File: src/rtl/mdropRxPkg.sv
package mdropRxPkg;
  typedef enum logic [2:0] {
    ST_IDLE,
    ST_START,
    ST_DATA,
    ST_BIT9,
    ST_STOP
  } rxStateT;

  typedef struct packed {
    logic sample;   // take one mid-bit sample
    logic shift;    // shift voted data bit in
    logic capBit9;  // store voted ninth bit
    logic capStop;  // store voted stop bit
    logic finish;   // end of stop bit: qualify frame
  } rxStrbT;
endpackage

File: src/rtl/mdropRxCtrl.sv
module mdropRxCtrl
  import mdropRxPkg::*;
#(
  parameter int OVS = 16,
  parameter int DW  = 8
) (
  input  logic       clk,
  input  logic       rstN,
  input  logic       bitTick,
  input  logic       rxS,
  input  logic       vote,
  input  logic       rxEnable,
  input  logic [1:0] modeSel,
  output rxStrbT     strb
);
  localparam int CW  = $clog2(OVS);
  localparam int IW  = $clog2(DW);
  localparam int MID = OVS / 2;
  localparam logic [CW-1:0] SMP_LO = CW'(MID - 1);
  localparam logic [CW-1:0] SMP_MD = CW'(MID);
  localparam logic [CW-1:0] SMP_HI = CW'(MID + 1);
  localparam logic [CW-1:0] DECIDE = CW'(MID + 2);
  localparam logic [CW-1:0] LAST   = CW'(OVS - 1);
  localparam logic [IW-1:0] LASTBIT = IW'(DW - 1);

  rxStateT       state;
  logic [CW-1:0] cnt;
  logic [IW-1:0] idx;
  logic          active, busy, decide, endBit, nineBit;

  assign active  = rxEnable && (modeSel != 2'd0);
  assign busy    = active && bitTick && (state != ST_IDLE);
  assign decide  = busy && (cnt == DECIDE);
  assign endBit  = busy && (cnt == LAST);
  assign nineBit = modeSel[1];

  always_comb begin
    strb         = '0;
    strb.sample  = busy && (cnt == SMP_LO || cnt == SMP_MD || cnt == SMP_HI);
    strb.shift   = decide && (state == ST_DATA);
    strb.capBit9 = decide && (state == ST_BIT9);
    strb.capStop = decide && (state == ST_STOP);
    strb.finish  = endBit && (state == ST_STOP);
  end

  always_ff @(posedge clk) begin
    if (!rstN) begin
      state <= ST_IDLE;
      cnt   <= '0;
      idx   <= '0;
    end else if (!active) begin
      state <= ST_IDLE;
      cnt   <= '0;
    end else if (bitTick) begin
      if (state == ST_IDLE) begin
        if (!rxS) begin
          state <= ST_START;
          cnt   <= '0;
        end
      end else begin
        cnt <= (cnt == LAST) ? '0 : cnt + 1'b1;
        unique case (state)
          ST_START: begin
            if (decide && vote) state <= ST_IDLE;
            else if (endBit) begin
              state <= ST_DATA;
              idx   <= '0;
            end
          end
          ST_DATA: begin
            if (endBit) begin
              if (idx == LASTBIT) state <= nineBit ? ST_BIT9 : ST_STOP;
              else idx <= idx + 1'b1;
            end
          end
          ST_BIT9: if (endBit) state <= ST_STOP;
          ST_STOP: if (endBit) state <= ST_IDLE;
          default: state <= ST_IDLE;
        endcase
      end
    end
  end


  enable_drop_chk: assert property (@(posedge clk) disable iff (!rstN)
    (state != ST_IDLE && !rxEnable) |=> (state == ST_IDLE));


  start_glitch_chk: assert property (@(posedge clk) disable iff (!rstN)
    (state == ST_START && decide && vote) |=> (state == ST_IDLE));
endmodule

File: src/rtl/mdropRxData.sv
module mdropRxData
  import mdropRxPkg::*;
#(
  parameter int DW = 8
) (
  input  logic          clk,
  input  logic          rstN,
  input  logic          rxIn,
  input  rxStrbT        strb,
  input  logic [1:0]    modeSel,
  input  logic          mpFilter,
  input  logic [DW-1:0] stationAddr,
  input  logic          doneClr,
  input  logic          ferrClr,
  output logic          rxS,
  output logic          vote,
  output logic [DW-1:0] rxData,
  output logic          rxBit9,
  output logic          rxDone,
  output logic          frameErr
);
  logic          syncA;
  logic [2:0]    samp;
  logic [DW-1:0] shiftReg;
  logic          bit9Reg, stopReg, accept, nineBit;

  assign vote    = (samp[0] & samp[1]) | (samp[0] & samp[2]) | (samp[1] & samp[2]);
  assign nineBit = modeSel[1];

  always_comb begin
    if (!mpFilter)   accept = 1'b1;
    else if (nineBit) accept = bit9Reg && (shiftReg == stationAddr);
    else              accept = stopReg;
  end

  always_ff @(posedge clk) begin
    if (!rstN) begin
      syncA    <= 1'b1;
      rxS      <= 1'b1;
      samp     <= '1;
      shiftReg <= '0;
      bit9Reg  <= 1'b0;
      stopReg  <= 1'b1;
      rxData   <= '0;
      rxBit9   <= 1'b0;
      rxDone   <= 1'b0;
      frameErr <= 1'b0;
    end else begin
      syncA <= rxIn;
      rxS   <= syncA;
      if (strb.sample)  samp     <= {samp[1:0], rxS};
      if (strb.shift)   shiftReg <= {vote, shiftReg[DW-1:1]};
      if (strb.capBit9) bit9Reg  <= vote;
      if (strb.capStop) stopReg  <= vote;
      if (strb.finish && accept) begin
        rxData <= shiftReg;
        rxBit9 <= nineBit ? bit9Reg : stopReg;
      end
      if (strb.finish && accept) rxDone <= 1'b1;
      else if (doneClr)          rxDone <= 1'b0;
      if (strb.finish && !stopReg) frameErr <= 1'b1;
      else if (ferrClr)            frameErr <= 1'b0;
    end
  end


  done_on_finish_chk: assert property (@(posedge clk) disable iff (!rstN)
    $rose(rxDone) |-> $past(strb.finish));


  ferr_on_finish_chk: assert property (@(posedge clk) disable iff (!rstN)
    $rose(frameErr) |-> $past(strb.finish));


  nine_zero_hold_chk: assert property (@(posedge clk) disable iff (!rstN)
    (strb.finish && mpFilter && nineBit && !bit9Reg) |=> ($stable(rxData) && $stable(rxBit9)));


  bad_stop_hold_chk: assert property (@(posedge clk) disable iff (!rstN)
    (strb.finish && mpFilter && !nineBit && !stopReg) |=> ($stable(rxData) && $stable(rxBit9)));
endmodule

File: src/rtl/mdropRx.sv
module mdropRx
  import mdropRxPkg::*;
#(
  parameter int OVS = 16,
  parameter int DW  = 8
) (
  input  logic          clk,
  input  logic          rstN,
  input  logic          rxIn,
  input  logic          bitTick,
  input  logic [1:0]    modeSel,
  input  logic          rxEnable,
  input  logic          mpFilter,
  input  logic [DW-1:0] stationAddr,
  input  logic          doneClr,
  input  logic          ferrClr,
  output logic [DW-1:0] rxData,
  output logic          rxBit9,
  output logic          rxDone,
  output logic          frameErr
);
  rxStrbT strb;
  logic   rxS, vote;

  mdropRxCtrl #(.OVS(OVS), .DW(DW)) ctrl_i (
    .clk(clk), .rstN(rstN), .bitTick(bitTick), .rxS(rxS), .vote(vote),
    .rxEnable(rxEnable), .modeSel(modeSel), .strb(strb)
  );

  mdropRxData #(.DW(DW)) data_i (
    .clk(clk), .rstN(rstN), .rxIn(rxIn), .strb(strb), .modeSel(modeSel),
    .mpFilter(mpFilter), .stationAddr(stationAddr), .doneClr(doneClr),
    .ferrClr(ferrClr), .rxS(rxS), .vote(vote), .rxData(rxData),
    .rxBit9(rxBit9), .rxDone(rxDone), .frameErr(frameErr)
  );
endmodule

File: config.mk
export PLATFORM = sky130hd
export DESIGN_NAME = mdropRx
export DESIGN_NICKNAME = d
export VERILOG_FILES = /design/src/rtl/mdropRxPkg.sv /design/src/rtl/mdropRxCtrl.sv /design/src/rtl/mdropRxData.sv /design/src/rtl/mdropRx.sv
export SDC_FILE = /design/constraint.sdc
export NUM_CORES = 1
export LEC_CHECK = 0
export ABC_AREA = 1
export BUFFER_PORTS_ARGS = -buffer_cell sky130_fd_sc_hd__buf_4
export CAP_MARGIN = 15
export CORE_MARGIN = 4
export CORE_UTILIZATION = 63
export CTS_BUF_LIST = sky130_fd_sc_hd__clkbuf_4
export DETAILED_ROUTE_END_ITERATION = 10
export PLACE_DENSITY = 0.87
export SYNTH_ARGS = -nofsm -noshare
export SYNTH_HDL_FRONTEND = slang
export SYNTH_HIERARCHICAL = 1
export SYNTH_SLANG_ARGS = --single-unit
File: constraint.sdc
create_clock -name clk -period 4.31 [get_ports clk]
set_input_delay 0.2155 -clock clk [delete_from_list [all_inputs] [get_ports clk]]
set_output_delay 0.2155 -clock clk [all_outputs]
set_load 0.05 [all_outputs]
-- Word-level counts from Yosys, hierarchy flattened
Index checks and enable logic that the tools add are counted.
- flip-flop bits (word level): 36
- bits of input ports: 18
- output and inout bits: 11
- logic and storage cells: 93
- $add $sub $neg: 2
- eq/ne operators: 21
- mux-type cells: 24
- bitwise operators: 6
- reduce and logical (&&, ||, !) cells: 27
- operators with widths (kind ; number):
    2-to-1 mux 3 bit ; 12
    equality test 4 bit (second input constant) ; 4
    logical AND 1 bit ; 14
    2-to-1 mux 4 bit ; 3
    one-hot mux 3 bit (4 select lines) ; 1
    inequality test 3 x 2 -> 1 bit (second input constant) ; 3
    equality test 8 bit ; 1
    AND reduction 8 bit ; 1
    nonzero test 2 bit ; 4
    2-to-1 mux 1 bit ; 7
    AND reduction 7 bit ; 1
    equality test 3 x 2 -> 1 bit (second input constant) ; 2
    equality test 3 bit (second input constant) ; 2
    inequality test 2 bit (second input constant) ; 3
    one-hot mux 3 bit (2 select lines) ; 1
    adder 4 x 1 -> 4 bit (second input constant) ; 1
    equality test 4 x 3 -> 1 bit (second input constant) ; 1
    inequality test 2 x 1 -> 1 bit (second input constant) ; 2
    inequality test 4 x 1 -> 1 bit (second input constant) ; 1
    AND reduction 2 bit ; 2
    adder 3 x 1 -> 3 bit (second input constant) ; 1
    bitwise AND 1 bit ; 3
    equality test 3 x 1 -> 1 bit (second input constant) ; 1
    logical NOT 3 bit ; 1
    6 further kinds ; 8

-- Logic depth before layout (Yosys ltp)
Gate-level depths: netlist of the first run.
- word-level depth: 9
- gate-level depth with buffers: 11
- depth with buffers taken out: 11

-- Cells and area by module
Netlist of the first run, hierarchy kept.
- modules (own cells, without submodules) (module ; instances ; cells an instance ; area each (um^2) ; sequential area each (um^2)):
    mdropRxData ; 1 ; 151 ; 1133.6 ; 520.5
    mdropRxCtrl ; 1 ; 106 ; 760.7 ; 200.2

-- Least setup slack after synthesis of the first run
No wires, ideal clock.
- path kind: register to register
- start point: register ctrl_i.cnt[3]
- end point: register data_i.shiftReg[1]
- setup time: 0.070 ns
- arrival time: 1.552 ns
- data required time: 4.240 ns
- setup slack: 2.689 ns
- cell stages (with the launch flop): 9
- path buffers: 1
- clock period less this slack: 1.621 ns
- cells stage by stage: dfxtp_1 inv_2 or2_0 nor2_2 nand2_1 nor2_1 clkbuf_1 o21ai_0 a21oi_1
- RTL lines (element ; line ; source):
    from (decl) ; mdropRxCtrl.sv:27 ; logic [CW-1:0] cnt;
    from (signal assigned) ; mdropRxCtrl.sv:61 ; cnt <= (cnt == LAST) ? '0 : cnt + 1'b1;
    to (signal assigned) ; mdropRxData.sv:52 ; if (strb.shift) shiftReg <= {vote, shiftReg[DW-1:1]};
    to (decl) ; mdropRxData.sv:24 ; logic [DW-1:0] shiftReg;

==> results.sh, run 1 <==
export IMPL_synth_cell_type_count=37
export IMPL_cts_hold_buf=0
export IMPL_maxCapViolations=0
export IMPL_synth_top_area_share_pct=38.04
export IMPL_io_buffers=28
export IMPL_area_growth_pct=15.06
export IMPL_start_util_pct=67.53
export IMPL_antenna_left=0
export IMPL_synth_xor_area_share_pct=3.236
export IMPL_max_slew_margin_pct=43.77
export IMPL_synth_compound_area_share_pct=15.46
export IMPL_p_per_area_nw_per_um2=282.8
export IMPL_drt_pass1_iterations=4
export IMPL_cts_root_buf="clkbuf_4"
export IMPL_cts_buffer_depth=2
export IMPL_synth_top_cell_by_area="dfxtp_1"
export IMPL_multiInputGateArea_um2=993.5
export IMPL_hold_start="rxIn"
export IMPL_max_freq_mhz=482.9
export IMPL_skew_ps=12.54
export IMPL_synth_commonest_cells="nand2_1 (48), dfxtp_1 (36), nor2_1 (29), inv_1 (27), a21oi_1 (26)"
export IMPL_total_power_uw=616.4
export IMPL_syn_num_nets=281
export IMPL_crit_buf_inv=1
export IMPL_seq_area_frac_synth_pct=38.04
export IMPL_placed_cells=310
export IMPL_rsz0062_at_grt="false"
export IMPL_crit_type="reg -> reg"
export IMPL_synth_seq_cells=36
export IMPL_die_y_um=62.84
export IMPL_r2r_start="ctrl_i/cnt[3]$_SDFFE_PN0P_"
export IMPL_clk_latency_ps=340
export IMPL_status="complete, no violations"
export IMPL_async_flop_share_pct=0
export IMPL_vias_per_cell=5.273
export IMPL_synth_fa_ha_area_share_pct=3.963
export IMPL_grt_overflow_total=0
export IMPL_die_w_um=62.84
export IMPL_worstHoldPathType="in -> reg"
export IMPL_slew_violations=0
export IMPL_crit_required_ps=4580
export IMPL_cts_tree="built"
export IMPL_grtUsageTotal_pct=20.67
export IMPL_antenna_found_initial=0
export IMPL_cts_htree_levels=2
export IMPL_grt_max_degree=28
export IMPL_crit_family="simple AND/OR/NAND/NOR gates"
export IMPL_cp_start_kind="flip-flop"
export IMPL_netlist_instances=257
export IMPL_design_area_um2=2180
export IMPL_period_needed_ps=2071
export IMPL_drive_gt1_share_pct=23.26
export IMPL_synth_simple_area_share_pct=29.79
export IMPL_layout_setup_ws_ps=2239
export IMPL_die_area_um2=3948
export IMPL_drt_iter0_drc=84
export IMPL_post_cts_buffers=0
export IMPL_antenna_cells=0
export IMPL_place_area_um2=2092
export IMPL_grt_pass1_wl_um=6603
export IMPL_slowest_stage="nor2_1"
export IMPL_final_util_pct=77.70
export IMPL_post_cts_resized=0
export IMPL_synth_most_common_cell="nand2_1"
export IMPL_cts_sinks=36
export IMPL_postSynthAreaPerCell_um2=7.371
export IMPL_hold_violations=0
export IMPL_fin_cells=319
export IMPL_hold_slack_ps=68.77
export IMPL_path_cells="inv_2 > or2_0 > nor2_2 > nand2_1 > nor2_1 > o21ai_0 > a21oi_1"
export IMPL_drc_errors=0
export IMPL_wire_per_inst_um=11.81
export IMPL_netlist_area_um2=1894
export IMPL_grt_pass1_vias=1583
export IMPL_max_stage_delay_ps=660
export IMPL_vias=1682
export IMPL_vdd_drop_max_uv=315.8
export IMPL_muxShareOfSynthArea_pct=0
export IMPL_hpwl_um=2812
export IMPL_clkSlewWorstSetupHoldPaths_ps=100
export IMPL_critPathMaxFanout=16
export IMPL_cp_end_kind="flip-flop"
export IMPL_core_area_um2=2805
export IMPL_regArea_um2=720.7
export IMPL_gp_congestion=0.8712
export IMPL_yosys_most_used_dff="dfxtp_1"
export IMPL_nets=311
export IMPL_tightest_slew_ps=840.4
export IMPL_tns_ps=0
export IMPL_cts_buffers=5
export IMPL_setup_viol=0
export IMPL_finalCritPeriodShare_pct=48.05
export IMPL_row_count=19
export IMPL_fillers=223
export IMPL_power_leakage_nw=0.9379
export IMPL_synth_area_top_cells="dfxtp_1 (38%), nand2_1 (9.5%), a21oi_1 (6.9%)"
export IMPL_critPathArrivalTime_ps=2340
export IMPL_io_pins=29
export IMPL_synth_top_family_by_area="simple AND/OR/NAND/NOR gates"
export IMPL_cp_startpoint="ctrl_i/cnt[3]$_SDFFE_PN0P_"
export IMPL_ys_warn_count=6
export IMPL_pre_cts_ws_ps=1963
export IMPL_synth_edf_count=0
export IMPL_r2r_slack_ps=2240
export IMPL_finalWirelength_um=3768
## power breakdown
part | switching (mW) | total, mW | internal [mW]
clock | 0.114 | 0.235 | 0.121
combinational | 0.0262 | 0.0466 | 0.0204
sequential | 0.00107 | 0.335 | 0.334
total | 0.141 | 0.616 | 0.475
## area by class of cell
cell class,instances,area share (%)
multi-input cells,181,45.58
well taps,31,1.780
clock buffers,5,1.722
clock inverters,3,1.952
inverters,34,5.913
flip-flops and latches,36,33.07
repair buffers,29,9.989
## worst reg2reg max path, stage by stage (launching register included)
cell     delay (ps)
dfxtp_1         420
inv_2            80
or2_0           240
nor2_2          130
nand2_1         120
nor2_1          660
o21ai_0         210
a21oi_1         160
## state kept, by name (all words and copies together), names as in the netlist
name	count
data_i/rxData	8
data_i/rxS	1
ctrl_i/cnt	4
ctrl_i/state	3
ctrl_i/idx	3
data_i/bit9Reg	1
data_i/rxBit9	1
data_i/shiftReg	8
data_i/samp	3
data_i/stopReg	1
data_i/syncA	1
data_i/frameErr	1
data_i/rxDone	1
## layer usage
metal  up-vias  GRT usage, %  share of wire, %
met5         -             0                 0
met3         4         6.115               3.7
met2        27         36.48                51
li1        885             -                 -
met1       766         23.34                44
met4         0         7.713               1.2
## final timing paths
path / end / cells after the start
hold reg to reg: data_i/rxS$_SDFF_PN1_ / 1
hold / removal: data_i/syncA$_SDFF_PN1_ / 2
setup reg to reg: data_i/shiftReg[5]$_SDFFE_PN0P_ / 7
setup / recovery: data_i/shiftReg[5]$_SDFFE_PN0P_ / 7
## cells in the final DEF (no fill, tap or decap), types with 10 or more instances in the layout
cell type and count:
nand2_1 48, nand3_1 18, dfxtp_1 36, inv_1 27, nor2_1 29, buf_4 29
a21oi_1 26, o21ai_0 10
## kinds of logic (layout without fill, tap and decap cells)
| group | after synthesis | in the layout |
|---|---|---|
| flip-flops | 36 | 36 |
| adder cells (fa/ha/maj) | 6 | 6 |
| XOR/XNOR | 7 | 7 |
| buffers and inverters | 40 | 71 |
| AO/OA/AOI/OAI | 49 | 49 |
| AND/OR/NAND/NOR | 119 | 119 |
Power figures use the tool's default switching activity.
==> run 2: changes to the inputs <==
--- a/config.mk
+++ b/config.mk
@@ -5,14 +5,14 @@
 export SDC_FILE = /design/constraint.sdc
 export NUM_CORES = 1
 export LEC_CHECK = 0
-export ABC_AREA = 1
+export ABC_AREA = 0
 export BUFFER_PORTS_ARGS = -buffer_cell sky130_fd_sc_hd__buf_4
 export CAP_MARGIN = 15
 export CORE_MARGIN = 4
-export CORE_UTILIZATION = 63
+export CORE_UTILIZATION = 53
 export CTS_BUF_LIST = sky130_fd_sc_hd__clkbuf_4
 export DETAILED_ROUTE_END_ITERATION = 10
-export PLACE_DENSITY = 0.87
+export PLACE_DENSITY = 0.78
 export SYNTH_ARGS = -nofsm -noshare
 export SYNTH_HDL_FRONTEND = slang
 export SYNTH_HIERARCHICAL = 1
==> constraint.sdc (replaced) <==
create_clock -name clk -period 1.68 [get_ports clk]
set_input_delay 0.084 -clock clk [delete_from_list [all_inputs] [get_ports clk]]
set_output_delay 0.084 -clock clk [all_outputs]
set_load 0.05 [all_outputs]
==> results.sh, run 2 <==
export IMPL_critPathMaxFanout=5
export IMPL_synth_area_top_cells="dfxtp_1 (35%), o2111ai_1 (7.2%), mux2i_1 (6.8%)"
export IMPL_drt_pass1_iterations=4
export IMPL_layout_setup_ws_ps=-317.4
export IMPL_failed_checks="setup timing"
export IMPL_r2r_slack_ps=-320
export IMPL_tightest_slew_ps=384.7
export IMPL_drive_gt1_share_pct=42.16
export IMPL_vias=2108
export IMPL_vdd_drop_max_uv=637.0
export IMPL_nets=329
export IMPL_wl_met1_um=2549
export IMPL_finalWirelength_um=5762
export IMPL_rsz0062_at_grt="true"
export IMPL_clkSlewWorstSetupHoldPaths_ps=120
export IMPL_synth_top_cell_by_area="dfxtp_1"
export IMPL_drt_iter0_drc=227
export IMPL_cp_end_kind="flip-flop"
export IMPL_max_slew_margin_pct=74.08
export IMPL_slew_violations=0
export IMPL_place_area_um2=2589
export IMPL_grt_pass1_vias=1987
export IMPL_power_leakage_nw=1.105
export IMPL_synth_top_family_by_area="simple AND/OR/NAND/NOR gates"
export IMPL_crit_type="reg -> reg"
export IMPL_cts_tree="built"
export IMPL_wire_per_inst_um=16.28
export IMPL_muxShareOfSynthArea_pct=6.796
export IMPL_hold_violations=0
export IMPL_seq_area_frac_synth_pct=34.95
export IMPL_finalCritPeriodShare_pct=118.9
export IMPL_grt_max_degree=29
export IMPL_routed_wl_met2_um=2796
export IMPL_start_util_pct=55.49
export IMPL_design_area_um2=2987
export IMPL_vias_per_cell=5.955
export IMPL_fin_cells=354
export IMPL_mostFrequentLayoutCells="buf_4 (65), dfxtp_1 (32), nor2_1 (16)"
export IMPL_io_buffers=28
export IMPL_die_area_um2=4953
export IMPL_area_growth_pct=44.84
export IMPL_grt_pass1_wl_um=9397
export IMPL_max_freq_mhz=500.7
export IMPL_synth_simple_area_share_pct=23.12
export IMPL_cts_htree_levels=2
export IMPL_yosys_most_used_dff="dfxtp_1"
export IMPL_cts_buffer_depth=2
export IMPL_postSynthAreaPerCell_um2=8.812
export IMPL_netlist_instances=234
export IMPL_synth_cell_type_count=47
export IMPL_grt_overflow_total=0
export IMPL_gp_congestion=0.9200
export IMPL_cts_root_buf="clkbuf_4"
export IMPL_die_w_um=70.38
export IMPL_skew_ps=14.78
export IMPL_synth_seq_cells=36
export IMPL_worstHoldPathType="in -> reg"
export IMPL_reg_largest_list="data_i/rxData (8), data_i/shiftReg (8), ctrl_i/cnt (4)"
export IMPL_total_power_mw=1.630
export IMPL_final_util_pct=80.37
export IMPL_setup_viol=28
export IMPL_netlist_area_um2=2062
export IMPL_synth_edf_count=0
export IMPL_maxCapViolations=0
export IMPL_critPathArrivalTime_ps=2270
export IMPL_die_y_um=70.38
export IMPL_layout_commonest_cell="buf_4"
export IMPL_cp_start_kind="flip-flop"
export IMPL_synth_most_common_cell="dfxtp_1"
export IMPL_ys_warn_count=6
export IMPL_period_needed_ps=1997
export IMPL_tns_ps=-6790
export IMPL_synth_xor_area_share_pct=3.823
export IMPL_cts_buffers=5
export IMPL_async_flop_share_pct=0
export IMPL_antenna_found_initial=0
export IMPL_clk_latency_ps=360
export IMPL_row_count=22
export IMPL_synth_commonest_cells="dfxtp_1 (36), nor2_1 (19), o2111ai_1 (17), nand2_1 (16), mux2i_1 (14)"
export IMPL_hold_slack_ps=22.47
export IMPL_antenna_cells=0
export IMPL_met3_length_um=313
export IMPL_status="complete, but fails checks"
export IMPL_crit_required_ps=1950
export IMPL_hpwl_um=3564
export IMPL_pre_cts_ws_ps=-276.8
export IMPL_syn_num_nets=258
export IMPL_placed_cells=334
export IMPL_synth_fa_ha_area_share_pct=4.126
export IMPL_synth_top_area_share_pct=34.95
export IMPL_p_per_area_nw_per_um2=545.8
export IMPL_cts_sinks=36
export IMPL_antenna_left=0
export IMPL_drc_errors=0
export IMPL_core_area_um2=3716
export IMPL_io_pins=29
export IMPL_synth_compound_area_share_pct=19.90
export IMPL_route_top_layer_used="met4"
export IMPL_grtUsageTotal_pct=23.40
run 2: changes by cell type after synthesis, sizes merged, moves of 4 or more:
cell,previous run,this run
nand3,20,5
nor2,35,19
or4,0,9
mux2i,0,14
buf,2,9
inv,33,11
nand2b,0,6
nor2b,0,4
a21oi,29,8
nand4,1,10
nand2,56,16
o2111ai,0,17
run 2: cell type report:
cell class / count / area [µm²]
clock inverter: 2 / 35.03
multi-input combinational: 170 / 1398
clock buffer: 6 / 45.04
fill: 240 / 729.5
tap: 48 / 60.06
inverter: 12 / 47.55
timing repair buffer: 80 / 670.6
sequential: 36 / 730.7
run 2: per-layer routing:
| metal | GRT usage [%] | vias to the layer above |
|---|---|---|
| li1 | - | 1026 |
| met1 | 30.51 | 1007 |
| met2 | 37.73 | 65 |
| met3 | 6.187 | 10 |
| met4 | 6.809 | 0 |
| met5 | 0 | - |
run 2: critical path: stages (launching register included):
cell and delay [ps]:
dfxtp_4 380, ha_4 130, and3_4 190, nand3_4 70, nor2_2 90, inv_1 50
or3_4 350, buf_6 140, or4_1 410, o2111ai_1 100
run 2: report_power, final:
group / total [mW] / switching [mW] / internal [mW]
Combinational: 0.139 / 0.0741 / 0.0649
Clock: 0.636 / 0.308 / 0.328
Sequential: 0.855 / 0.00216 / 0.853
run 2: cell families (layout without fill, tap and decap cells):
kind of cell | count (synthesis) | count (layout)
AND/OR/NAND/NOR | 85 | 85
AO/OA/AOI/OAI | 55 | 55
flip-flops | 36 | 36
buffers and inverters | 28 | 100
multiplexers | 14 | 14
XOR/XNOR | 9 | 9
adder cells (fa/ha/maj) | 7 | 7
run 2: final timing paths:
kind / start / end / depth (start not counted)
worst max-delay path: ctrl_i/cnt[1]$_SDFFE_PN0P_ / data_i/rxData[3]$_SDFFE_PN0P_ / 9
worst min-delay path: doneClr / data_i/rxDone$_SDFFE_PN0P_ / 3
worst max register to register: ctrl_i/cnt[1]$_SDFFE_PN0P_ / data_i/rxData[3]$_SDFFE_PN0P_ / 9
worst min register to register: data_i/syncA$_SDFF_PN1_ / data_i/rxS$_SDFF_PN1_ / 1
run 2: repair_timing:
action	4_1_cts	5_1_grt
endpoints found under the hold margin	1	0
cloned	1	1
setup buffers	6	4
endpoints found under the setup margin	28	29
gates resized for setup	37	17
pin swaps	20	16
hold buffers	1	0
